--- config.mk ---
export PLATFORM = sky130hd
export DESIGN_NAME = pinchg_irq
export DESIGN_NICKNAME = d
export VERILOG_FILES = /design/src/rtl/pinchg_pkg.sv /design/src/rtl/pinchg_deglitch.sv /design/src/rtl/pinchg_port.sv /design/src/rtl/pinchg_irq.sv
export SDC_FILE = /design/constraint.sdc
export NUM_CORES = 1
export LEC_CHECK = 0
export ABC_AREA = 1
export ABC_CLOCK_PERIOD_IN_PS = 1600
export BUFFER_PORTS_ARGS = -buffer_cell sky130_fd_sc_hd__buf_2
export CELL_PAD_IN_SITES_DETAIL_PLACEMENT = 0
export CELL_PAD_IN_SITES_GLOBAL_PLACEMENT = 1
export CORE_ASPECT_RATIO = 1.1
export CORE_UTILIZATION = 46
export CTS_CLUSTER_SIZE = 12
export DETAILED_ROUTE_END_ITERATION = 10
export PLACE_DENSITY_LB_ADDON = 0.15
export SKIP_LAST_GASP = 1
export SYNTH_ARGS = -nofsm -noshare
export SYNTH_HDL_FRONTEND = slang
export SYNTH_SLANG_ARGS = --single-unit
--- constraint.sdc ---
create_clock -name clk -period 1.6 [get_ports clk]
set_input_delay 0.24 -clock clk [delete_from_list [all_inputs] [get_ports clk]]
set_output_delay 0.24 -clock clk [all_outputs]
set_load 0.005 [all_outputs]
--- src/rtl/pinchg_pkg.sv ---
package pinchg_pkg;
    // about 8 us at 125 MHz
    localparam int unsigned PINCHG_DEF_FILT  = 1000;
    localparam int unsigned PINCHG_DEF_PORTS = 2;
    localparam int unsigned PINCHG_DEF_WIDTH = 8;
endpackage

--- src/rtl/pinchg_deglitch.sv ---
module pinchg_deglitch #(
    parameter int unsigned FILT_CYC = 1000
) (
    input  logic clk,
    input  logic rst_n,
    input  logic load,
    input  logic raw,
    output logic filt,
    output logic flip
);
    localparam int unsigned CW = (FILT_CYC > 1) ? $clog2(FILT_CYC) : 1;
    localparam logic [CW-1:0] LAST = CW'(FILT_CYC - 1);

    typedef struct packed {
        logic          lvl;
        logic [CW-1:0] cnt;
    } dg_st_t;

    dg_st_t st_d, st_q;

    always_comb begin
        st_d = st_q;
        flip = 1'b0;
        if (load) begin
            st_d.lvl = raw;
            st_d.cnt = '0;
        end else if (raw != st_q.lvl) begin
            if (st_q.cnt == LAST) begin
                st_d.lvl = raw;
                st_d.cnt = '0;
                flip     = 1'b1;
            end else begin
                st_d.cnt = st_q.cnt + 1'b1;
            end
        end else begin
            st_d.cnt = '0;
        end
    end

    always_ff @(posedge clk or negedge rst_n) begin
        if (!rst_n) st_q <= '0;
        else        st_q <= st_d;
    end

    assign filt = st_q.lvl;
endmodule

--- src/rtl/pinchg_port.sv ---
module pinchg_port #(
    parameter int unsigned PORT_W   = 8,
    parameter int unsigned FILT_CYC = 1000
) (
    input  logic              clk,
    input  logic              rst_n,
    input  logic              load,
    input  logic [PORT_W-1:0] raw,
    input  logic [PORT_W-1:0] watch,
    input  logic              rd,
    output logic              pend
);
    typedef struct packed {
        logic [PORT_W-1:0] snap;
        logic              pend;
    } pt_st_t;

    pt_st_t            st_d, st_q;
    logic [PORT_W-1:0] filt;
    logic [PORT_W-1:0] flip;

    for (genvar b = 0; b < PORT_W; b++) begin : g_bit
        pinchg_deglitch #(.FILT_CYC(FILT_CYC)) u_dg (
            .clk  (clk),
            .rst_n(rst_n),
            .load (load),
            .raw  (raw[b]),
            .filt (filt[b]),
            .flip (flip[b])
        );
    end

    always_comb begin
        st_d = st_q;
        if (load) begin
            st_d.snap = raw;
            st_d.pend = 1'b0;
        end else if (rd) begin
            // reference takes the level before any acceptance on this edge
            st_d.snap = filt;
            st_d.pend = |(flip & watch);
        end else begin
            st_d.pend = st_q.pend | (|((filt ^ st_q.snap) & watch));
        end
    end

    always_ff @(posedge clk or negedge rst_n) begin
        if (!rst_n) st_q <= '0;
        else        st_q <= st_d;
    end

    assign pend = st_q.pend;
endmodule

--- src/rtl/pinchg_irq.sv ---
module pinchg_irq
    import pinchg_pkg::*;
#(
    parameter int unsigned NUM_PORTS = PINCHG_DEF_PORTS,
    parameter int unsigned PORT_W    = PINCHG_DEF_WIDTH,
    parameter int unsigned FILT_CYC  = PINCHG_DEF_FILT
) (
    input  logic                          clk,
    input  logic                          rst_n,
    input  logic                          soft_rst,
    input  logic [NUM_PORTS*PORT_W-1:0]   pin_lvl,
    input  logic [NUM_PORTS*PORT_W-1:0]   pin_is_gpio,
    input  logic [NUM_PORTS*PORT_W-1:0]   pin_is_input,
    input  logic [NUM_PORTS*PORT_W-1:0]   pin_irq_mask,
    input  logic [NUM_PORTS-1:0]          rd_strobe,
    output logic                          irq_n,
    output logic                          irq_drive_low
);
    localparam int unsigned NPINS = NUM_PORTS * PORT_W;

    typedef struct packed {
        logic ready;
    } top_st_t;

    top_st_t              st_d, st_q;
    logic                 load;
    logic [NPINS-1:0]     watch;
    logic [NUM_PORTS-1:0] pend_vec;

    always_comb begin
        st_d       = st_q;
        st_d.ready = !soft_rst;
        load       = !st_q.ready || soft_rst;
        watch      = pin_is_gpio & pin_is_input & ~pin_irq_mask;
    end

    always_ff @(posedge clk or negedge rst_n) begin
        if (!rst_n) st_q <= '0;
        else        st_q <= st_d;
    end

    for (genvar g = 0; g < NUM_PORTS; g++) begin : g_port
        pinchg_port #(.PORT_W(PORT_W), .FILT_CYC(FILT_CYC)) u_port (
            .clk  (clk),
            .rst_n(rst_n),
            .load (load),
            .raw  (pin_lvl[g*PORT_W +: PORT_W]),
            .watch(watch[g*PORT_W +: PORT_W]),
            .rd   (rd_strobe[g]),
            .pend (pend_vec[g])
        );
    end

    assign irq_drive_low = |pend_vec;
    assign irq_n         = ~irq_drive_low;
endmodule

=== After elaboration in Yosys (flattened, before gate mapping) ===
Cells that the tools add are included.

* Add/sub/neg operators: 16
* Eq/ne operators: 32
* Muxes and demuxes: 134
* Bitwise logic cells: 12
* Reductions and logical operators: 58

{| class="wikitable"
|+ Operator list
! kind !! number
|-
| $mux 10 || 32
|-
| $mux 11 || 16
|-
| $add 10x1->10 const B || 16
|-
| $eq 10x10->1 const B || 16
|-
| $mux 1 || 82
|-
| $reduce_bool 2->1 || 34
|-
| $and 16x16->16 || 2
|-
| $and 8x8->8 || 4
|-
| $reduce_and 2->1 || 16
|-
| $reduce_or 8->1 || 4
|-
| $mux 9 || 2
|-
| $mux 8 || 2
|-
| $ne 1x1->1 || 16
|-
| $not 16->16 || 1
|-
| $xor 8x8->8 || 2
|-
| $logic_not 1->1 || 2
|-
| $or 1x1->1 || 2
|-
| $reduce_or 2->1 || 1
|-
| $logic_or 1x1->1 || 1
|-
| $not 1->1 || 1
|}

* Register bits: 195
* Input port bits: 69
* Output and inout port bits: 2
* Logic and storage cells: 289

=== Depth between registers and ports, before layout ===
* Depth after elaboration: 8
* Mapped depth: 9
* Mapped depth without buffers: 9

=== Cells and area by module ===
Synthesis repeated with hierarchy kept, for this count alone.

* Cell total of the unflattened synthesis: 1456
* Area total of the unflattened synthesis: 11194.5 µm²

{| class="wikitable"
|+ By module, submodules not included
! module !! instances !! cells each !! area an instance (µm²) !! sequential area each (µm²)
|-
| pinchg_deglitch (g_port[0].u_port.g_bit[0].u_dg ...) || 15 || 77 || 613.1 || 275.3
|-
| pinchg_port || 2 || 95 || 616.8 || 225.2
|-
| pinchg_deglitch (g_port[1].u_port.g_bit[7].u_dg) || 1 || 74 || 601.8 || 275.3
|-
| pinchg_irq || 1 || 37 || 162.7 || 25.0
|}

=== Worst setup path before layout ===
Ideal clock, no wire load.

* Kind: register -> register
* Start: register g_port[1].u_port.g_bit[3].u_dg.st_q[0] (netlist name)
* End: register g_port[1].u_port.g_bit[3].u_dg.st_q[9] (netlist name)
* Library setup time: 64 ps
* Arrival time: 1337 ps
* Data required time: 1536 ps
* Setup slack: 198 ps
* Cell stages (with the launch flop): 10
* Buffers on the path: 0
* Clock period less this slack: 1402 ps
* Cell sequence: dfrtp_1 ha_1 nand2_1 inv_1 nand3_1 nor2_1 nor2_1 nand2_2 a21oi_1 o21a_1

{| class="wikitable"
|+ RTL lines
! item !! line !! RTL
|-
| from (decl) || pinchg_deglitch.sv:19 || <nowiki>dg_st_t st_d, st_q;</nowiki>
|-
| from (signal assigned) || pinchg_deglitch.sv:42 || <nowiki>else st_q <= st_d;</nowiki>
|}

==> report_table.html <==
<table>
<tr><th>Metric</th><th>Value</th></tr>
<tr><th colspan="2">Finish</th></tr>
<tr><td>Filler-free cell count of the finished design</td><td>1561</td></tr>
<tr><td>Signed area change from the synthesized netlist to the final layout</td><td>16.24%</td></tr>
<tr><td>N_diodes</td><td>0</td></tr>
<tr><td>Total Nets Final</td><td>1377</td></tr>
<tr><td>Ratio of cells with drive above 1 in the final layout</td><td>12.87%</td></tr>
<tr><th colspan="2">Yosys</th></tr>
<tr><td>Number of synthesized flops with an enable pin</td><td>0</td></tr>
<tr><td>Yosys Warn Count</td><td>0</td></tr>
<tr><td>Library cell occupying the most area in the post-synthesis netlist</td><td>sky130_fd_sc_hd__dfrtp_1</td></tr>
<tr><td>Post-synthesis instance total</td><td>1186</td></tr>
<tr><td>Asr flop ratio synth</td><td>100.0%</td></tr>
<tr><td>Post-Synthesis Net Count</td><td>1271</td></tr>
<tr><td>Flip-flop and latch count after synthesis</td><td>195</td></tr>
<tr><td>Top area cells in the synthesized netlist</td><td>sky130_fd_sc_hd__dfrtp_1 50%, sky130_fd_sc_hd__nor2_1 9.7%, sky130_fd_sc_hd__nand2_1 7.5%</td></tr>
<tr><td>Synthesized area</td><td>9711 sq um</td></tr>
<tr><td>Unique cell type count in the Yosys netlist</td><td>37</td></tr>
<tr><td>Post-synthesis sequential area ratio</td><td>50.25%</td></tr>
<tr><td>Synth top area share</td><td>50.25%</td></tr>
<tr><td>Synthesized area per cell</td><td>8.188 sq um</td></tr>
<tr><td>Top flip-flop cell by instance count after synthesis</td><td>sky130_fd_sc_hd__dfrtp_1</td></tr>
<tr><th colspan="2">GRT</th></tr>
<tr><td>Via count of the first global-routing pass</td><td>7285</td></tr>
<tr><td>Global-route wire length before repair</td><td>33310 um</td></tr>
<tr><td>All-Layer GR Usage</td><td>19.14%</td></tr>
<tr><td>Pin count of the biggest net entering global routing</td><td>43</td></tr>
<tr><td>Antenna violations before repair</td><td>0</td></tr>
<tr><td>Total grt overflow</td><td>0</td></tr>
<tr><th colspan="2">Min path</th></tr>
<tr><td>Min-Delay Path Class</td><td>primary input to flip-flop</td></tr>
<tr><td>Hold path startpoint</td><td>pin_lvl[4]</td></tr>
<tr><td>Hold path cells</td><td>3</td></tr>
<tr><td>Worst hold endpoint</td><td>g_port[0].u_port.g_bit[4].u_dg.filt$_DFFE_PN0P_</td></tr>
<tr><th colspan="2">Placed design</th></tr>
<tr><td>Worst-case setup slack after placement</td><td>0.008217 ns</td></tr>
<tr><td>Post-detailed-placement half-perimeter wirelength</td><td>14010 um</td></tr>
<tr><td># placed instances</td><td>1521</td></tr>
<tr><td>Placer Congestion</td><td>0.7794</td></tr>
<tr><td>Port bufs</td><td>70</td></tr>
<tr><th colspan="2">Power</th></tr>
<tr><td>Clock share of power</td><td>41.5%</td></tr>
<tr><td>Overall power consumption</td><td>0.01006 W</td></tr>
<tr><td>Internal power</td><td>0.007536 W</td></tr>
<tr><td>Power density cells</td><td>891.7 nW/um^2</td></tr>
<tr><td>VDD IR max</td><td>0.7010 mV</td></tr>
<tr><td>Pleak</td><td>5.178 nW</td></tr>
<tr><td>Portion of total power attributed to sequential cells</td><td>50.8%</td></tr>
<tr><td>Combinational cell fraction of total power</td><td>7.7%</td></tr>
<tr><td>Net switching power of the design</td><td>0.002528 W</td></tr>
<tr><td>Switching Fraction</td><td>25.12%</td></tr>
<tr><th colspan="2">Floorplanning</th></tr>
<tr><td>Overall die area</td><td>21700 sq um</td></tr>
<tr><td>Core area</td><td>20640 sq um</td></tr>
<tr><td>Overall die height</td><td>154.4 um</td></tr>
<tr><td>Total number of placement rows</td><td>55</td></tr>
<tr><td>X dimension of the die</td><td>140.5 um</td></tr>
<tr><td>Initial cell density of the core</td><td>47.04%</td></tr>
<tr><td>I/O pin total</td><td>71</td></tr>
<tr><th colspan="2">Routing</th></tr>
<tr><td>Total iterations of the first detailed-routing run</td><td>5</td></tr>
<tr><td>Count of nets left with antenna violations after detail routing</td><td>0</td></tr>
<tr><td>DR vias/cell</td><td>4.908</td></tr>
<tr><td>Routed wire per std cell</td><td>12.47 um</td></tr>
<tr><td>DRC violation total after the first TritonRoute iteration</td><td>347</td></tr>
<tr><td>Vias after detailed routing</td><td>7662</td></tr>
<tr><td>DRC errors left</td><td>0</td></tr>
<tr><td>Total Routed Length</td><td>19470 um</td></tr>
<tr><th colspan="2">STA</th></tr>
<tr><td>F_max</td><td>0.6659 GHz</td></tr>
<tr><td>Fin worst setup slack</td><td>0.09824 ns</td></tr>
<tr><td>Transition time at the pin with the least slew margin</td><td>0.4030 ns</td></tr>
<tr><td>Number of pins exceeding their max-slew limit in the final report</td><td>0</td></tr>
<tr><td>Count of final setup violators</td><td>0</td></tr>
<tr><td>Worst slew slack as a fraction of its limit</td><td>73.14%</td></tr>
<tr><td>Period utilisation layout</td><td>93.86%</td></tr>
<tr><td>Setup repair after global routing missed its margin</td><td>yes</td></tr>
<tr><td>Final-report hold violation count</td><td>0</td></tr>
<tr><td>Final setup TNS</td><td>0 ns</td></tr>
<tr><td>Minimum clock period after layout</td><td>1.502 ns</td></tr>
<tr><td>Skew final</td><td>0.01098 ns</td></tr>
<tr><th colspan="2">CTS</th></tr>
<tr><td>Worst-path clk slew</td><td>0.07 ns</td></tr>
<tr><td>CTS tree</td><td>built</td></tr>
<tr><td>Clock sink count</td><td>195</td></tr>
<tr><td>Root Driver</td><td>sky130_fd_sc_hd__clkbuf_16</td></tr>
<tr><td>Number of buffers created by CTS</td><td>17</td></tr>
<tr><td>Bufs on Longest Clock Path</td><td>2</td></tr>
<tr><td>Depth of the CTS H-tree</td><td>4</td></tr>
<tr><td>Worst-skew pair later-pin latency</td><td>0.44 ns</td></tr>
<tr><th colspan="2">Run</th></tr>
<tr><td>Max-capacitance violation count</td><td>0</td></tr>
<tr><th colspan="2">Setup path</th></tr>
<tr><td>Count of cells along the worst register-to-register path</td><td>8</td></tr>
<tr><td>Required time of the worst setup path</td><td>1.95 ns</td></tr>
<tr><td>Endpoint kind of the worst setup timing path</td><td>flip-flop</td></tr>
<tr><td>Worst Setup Path Type</td><td>flip-flop to flip-flop</td></tr>
<tr><td>Crit path DAT</td><td>1.86 ns</td></tr>
<tr><td>Worst reg2reg path startpoint</td><td>g_port[1].u_port.g_bit[2].u_dg.st_q[0]$_DFF_PN0_</td></tr>
<tr><td>Kind of start point of the critical path</td><td>flip-flop</td></tr>
<tr><td>Register-to-Register Setup Slack</td><td>0.1 ns</td></tr>
<tr><td>Endpoint of the worst register-to-register path</td><td>g_port[1].u_port.g_bit[2].u_dg.st_q[3]$_DFF_PN0_</td></tr>
<tr><td>Biggest fanout along the worst timing path</td><td>5</td></tr>
<tr><th colspan="2">Outcome</th></tr>
<tr><td>Outcome</td><td>completed</td></tr>
</table>
-- layout make-up --
cell class / instances / area, sq um
Fill cell: 1955 / 9358
Sequential cell: 195 / 4880
Tap cell: 256 / 320.3
Timing Repair Buffer: 95 / 626.9
Clock inverter: 12 / 122.6
Clock buffer: 20 / 446.7
Multi-Input combinational cell: 836 / 4338
Inverter: 147 / 553.0
-- placed cells by master (no fill, tap or decap), drive strengths merged --
cell type,synthesis,layout
dlygate4sd3,0,2
ha,16,16
nand3b,2,2
a31oi,7,7
and3,4,4
o21a,2,2
xnor2,26,26
o221ai,4,4
clkinv,1,5
nand4,16,16
dfrtp,195,195
nor3,43,43
nand3,107,107
bufinv,0,1
nand2,198,200
mux2,1,1
inv,146,150
xor2,38,38
or2,3,3
a211oi,2,2
buf,6,92
a21oi,49,49
o211ai,13,13
nor3b,17,17
o21ai,28,28
clkinvlp,0,3
nor2,257,257
clkbuf,4,21
o21bai,1,1
-- worst max path at each step --
stage | start | end | depth (start not counted) | slack (ns)
3_5_place_dp | g_port[1].u_port.g_bit[1].u_dg.st_q[0]$_DFF_PN0_ | g_port[1].u_port.g_bit[1].u_dg.st_q[2]$_DFF_PN0_ | 6 | 0.008
3_3_place_gp | g_port[1].u_port.g_bit[1].u_dg.st_q[0]$_DFF_PN0_ | g_port[1].u_port.g_bit[1].u_dg.st_q[2]$_DFF_PN0_ | 6 | 0.04
6_report | g_port[1].u_port.g_bit[2].u_dg.st_q[0]$_DFF_PN0_ | g_port[1].u_port.g_bit[2].u_dg.st_q[3]$_DFF_PN0_ | 8 | 0.1
2_1_floorplan | g_port[1].u_port.g_bit[3].u_dg.st_q[0]$_DFF_PN0_ | g_port[1].u_port.g_bit[3].u_dg.st_q[9]$_DFF_PN0_ | 9 | 0.20
4_1_cts | g_port[1].u_port.g_bit[1].u_dg.st_q[0]$_DFF_PN0_ | g_port[1].u_port.g_bit[1].u_dg.st_q[3]$_DFF_PN0_ | 6 | 0.01
5_1_grt | g_port[0].u_port.g_bit[3].u_dg.st_q[0]$_DFF_PN0_ | g_port[0].u_port.g_bit[3].u_dg.st_q[9]$_DFF_PN0_ | 9 | -0.007
-- kinds of logic (layout without fill, tap and decap cells) --
| logic type | after synthesis | count (layout) | share of synthesized area [%] |
|---|---|---|---|
| flops | 195 | 195 | 50.25 |
| xor+xnor | 64 | 64 | 5.772 |
| buf+inv | 157 | 274 | 6.313 |
| simple gates | 647 | 649 | 29.31 |
| mux | 1 | 1 | 0.1160 |
| fa+ha+maj | 16 | 16 | 2.062 |
| compound gates | 106 | 106 | 6.172 |
-- power by group through the flow --
| stage | logic, W | registers (W) | clock network (W) |
|---|---|---|---|
| after global placement | 0.000744 | 0.00521 | 0 |
| after CTS | 0.000766 | 0.00511 | 0.00428 |
| final | 0.000778 | 0.00511 | 0.00417 |
| after detailed placement | 0.000754 | 0.00521 | 0 |
| after global routing | 0.000890 | 0.00513 | 0.00446 |
| after floorplan | 0.000395 | 0.00519 | 0 |
-- synthesized netlist by cell type, types with 2 or more instances --
| master | count |
|---|---|
| sky130_fd_sc_hd__o211ai_1 | 13 |
| sky130_fd_sc_hd__nand2_2 | 5 |
| sky130_fd_sc_hd__o21a_1 | 2 |
| sky130_fd_sc_hd__nand3_2 | 8 |
| sky130_fd_sc_hd__inv_1 | 143 |
| sky130_fd_sc_hd__nand3b_1 | 2 |
| sky130_fd_sc_hd__nor3_2 | 4 |
| sky130_fd_sc_hd__a31oi_1 | 7 |
| sky130_fd_sc_hd__buf_2 | 3 |
| sky130_fd_sc_hd__nand3_1 | 99 |
| sky130_fd_sc_hd__and3_1 | 4 |
| sky130_fd_sc_hd__o21ai_0 | 25 |
| sky130_fd_sc_hd__xor2_1 | 38 |
| sky130_fd_sc_hd__nor2_2 | 5 |
| sky130_fd_sc_hd__a211oi_1 | 2 |
| sky130_fd_sc_hd__or2_1 | 2 |
| sky130_fd_sc_hd__inv_2 | 3 |
| sky130_fd_sc_hd__buf_6 | 2 |
| sky130_fd_sc_hd__ha_1 | 16 |
| sky130_fd_sc_hd__nor2_1 | 252 |
| sky130_fd_sc_hd__nand2_1 | 193 |
| sky130_fd_sc_hd__a21oi_1 | 49 |
| sky130_fd_sc_hd__o21ai_1 | 3 |
| sky130_fd_sc_hd__nor3b_1 | 16 |
| sky130_fd_sc_hd__nor3_1 | 38 |
| sky130_fd_sc_hd__o221ai_1 | 4 |
| sky130_fd_sc_hd__dfrtp_1 | 195 |
| sky130_fd_sc_hd__xnor2_1 | 26 |
| sky130_fd_sc_hd__nand4_1 | 16 |
| sky130_fd_sc_hd__clkbuf_1 | 4 |
-- per-stage QoR --
stage	area [sq um]	hold WS (ns)	util, %
global placement	10550	0.2079	51.09
global route	11290	0.06035	54.67
floorplan	9711	-0.05559	-
CTS	11140	0.01857	53.98
finish	11290	0.03411	54.67
detailed placement	10550	0.2069	51.09
-- timing repair --
item                       4_1_cts  5_1_grt
hold buffers                     2        0
gates resized for setup          2       22
setup buffers                    0        4
hold endpoints to repair        37        0
setup endpoints to repair        4       59
cloned                           1        1
pin swaps                        1        5
-- sequential cells by signal, indices dropped and copies added, names as in the netlist --
register,flops
st_q,1
g_port.u_port.g_bit.u_dg.filt,16
g_port.u_port.st_q,16
g_port.u_port.g_bit.u_dg.st_q,160
g_port.u_port.pend,2
-- metal layers --
| layer | routed length (um) | GRT usage, % | share of wire, % |
|---|---|---|---|
| met1 | 9925 | 26.27 | 51 |
| met2 | 8955 | 31.36 | 46 |
| met3 | 362 | 3.065 | 1.9 |
| met4 | 225 | 5.590 | 1.2 |
| met5 | 0 | 0 | 0 |
-- worst max-delay path: stages (launching register included) --
cell	delay (ns)
sky130_fd_sc_hd__dfrtp_1	0.41
sky130_fd_sc_hd__ha_1	0.21
sky130_fd_sc_hd__nand2_1	0.09
sky130_fd_sc_hd__inv_1	0.06
sky130_fd_sc_hd__nand3_1	0.07
sky130_fd_sc_hd__nor2_1	0.07
sky130_fd_sc_hd__nor2_2	0.19
sky130_fd_sc_hd__nand2_2	0.13
sky130_fd_sc_hd__nor3b_1	0.19
Power figures use the tool's default switching activity.
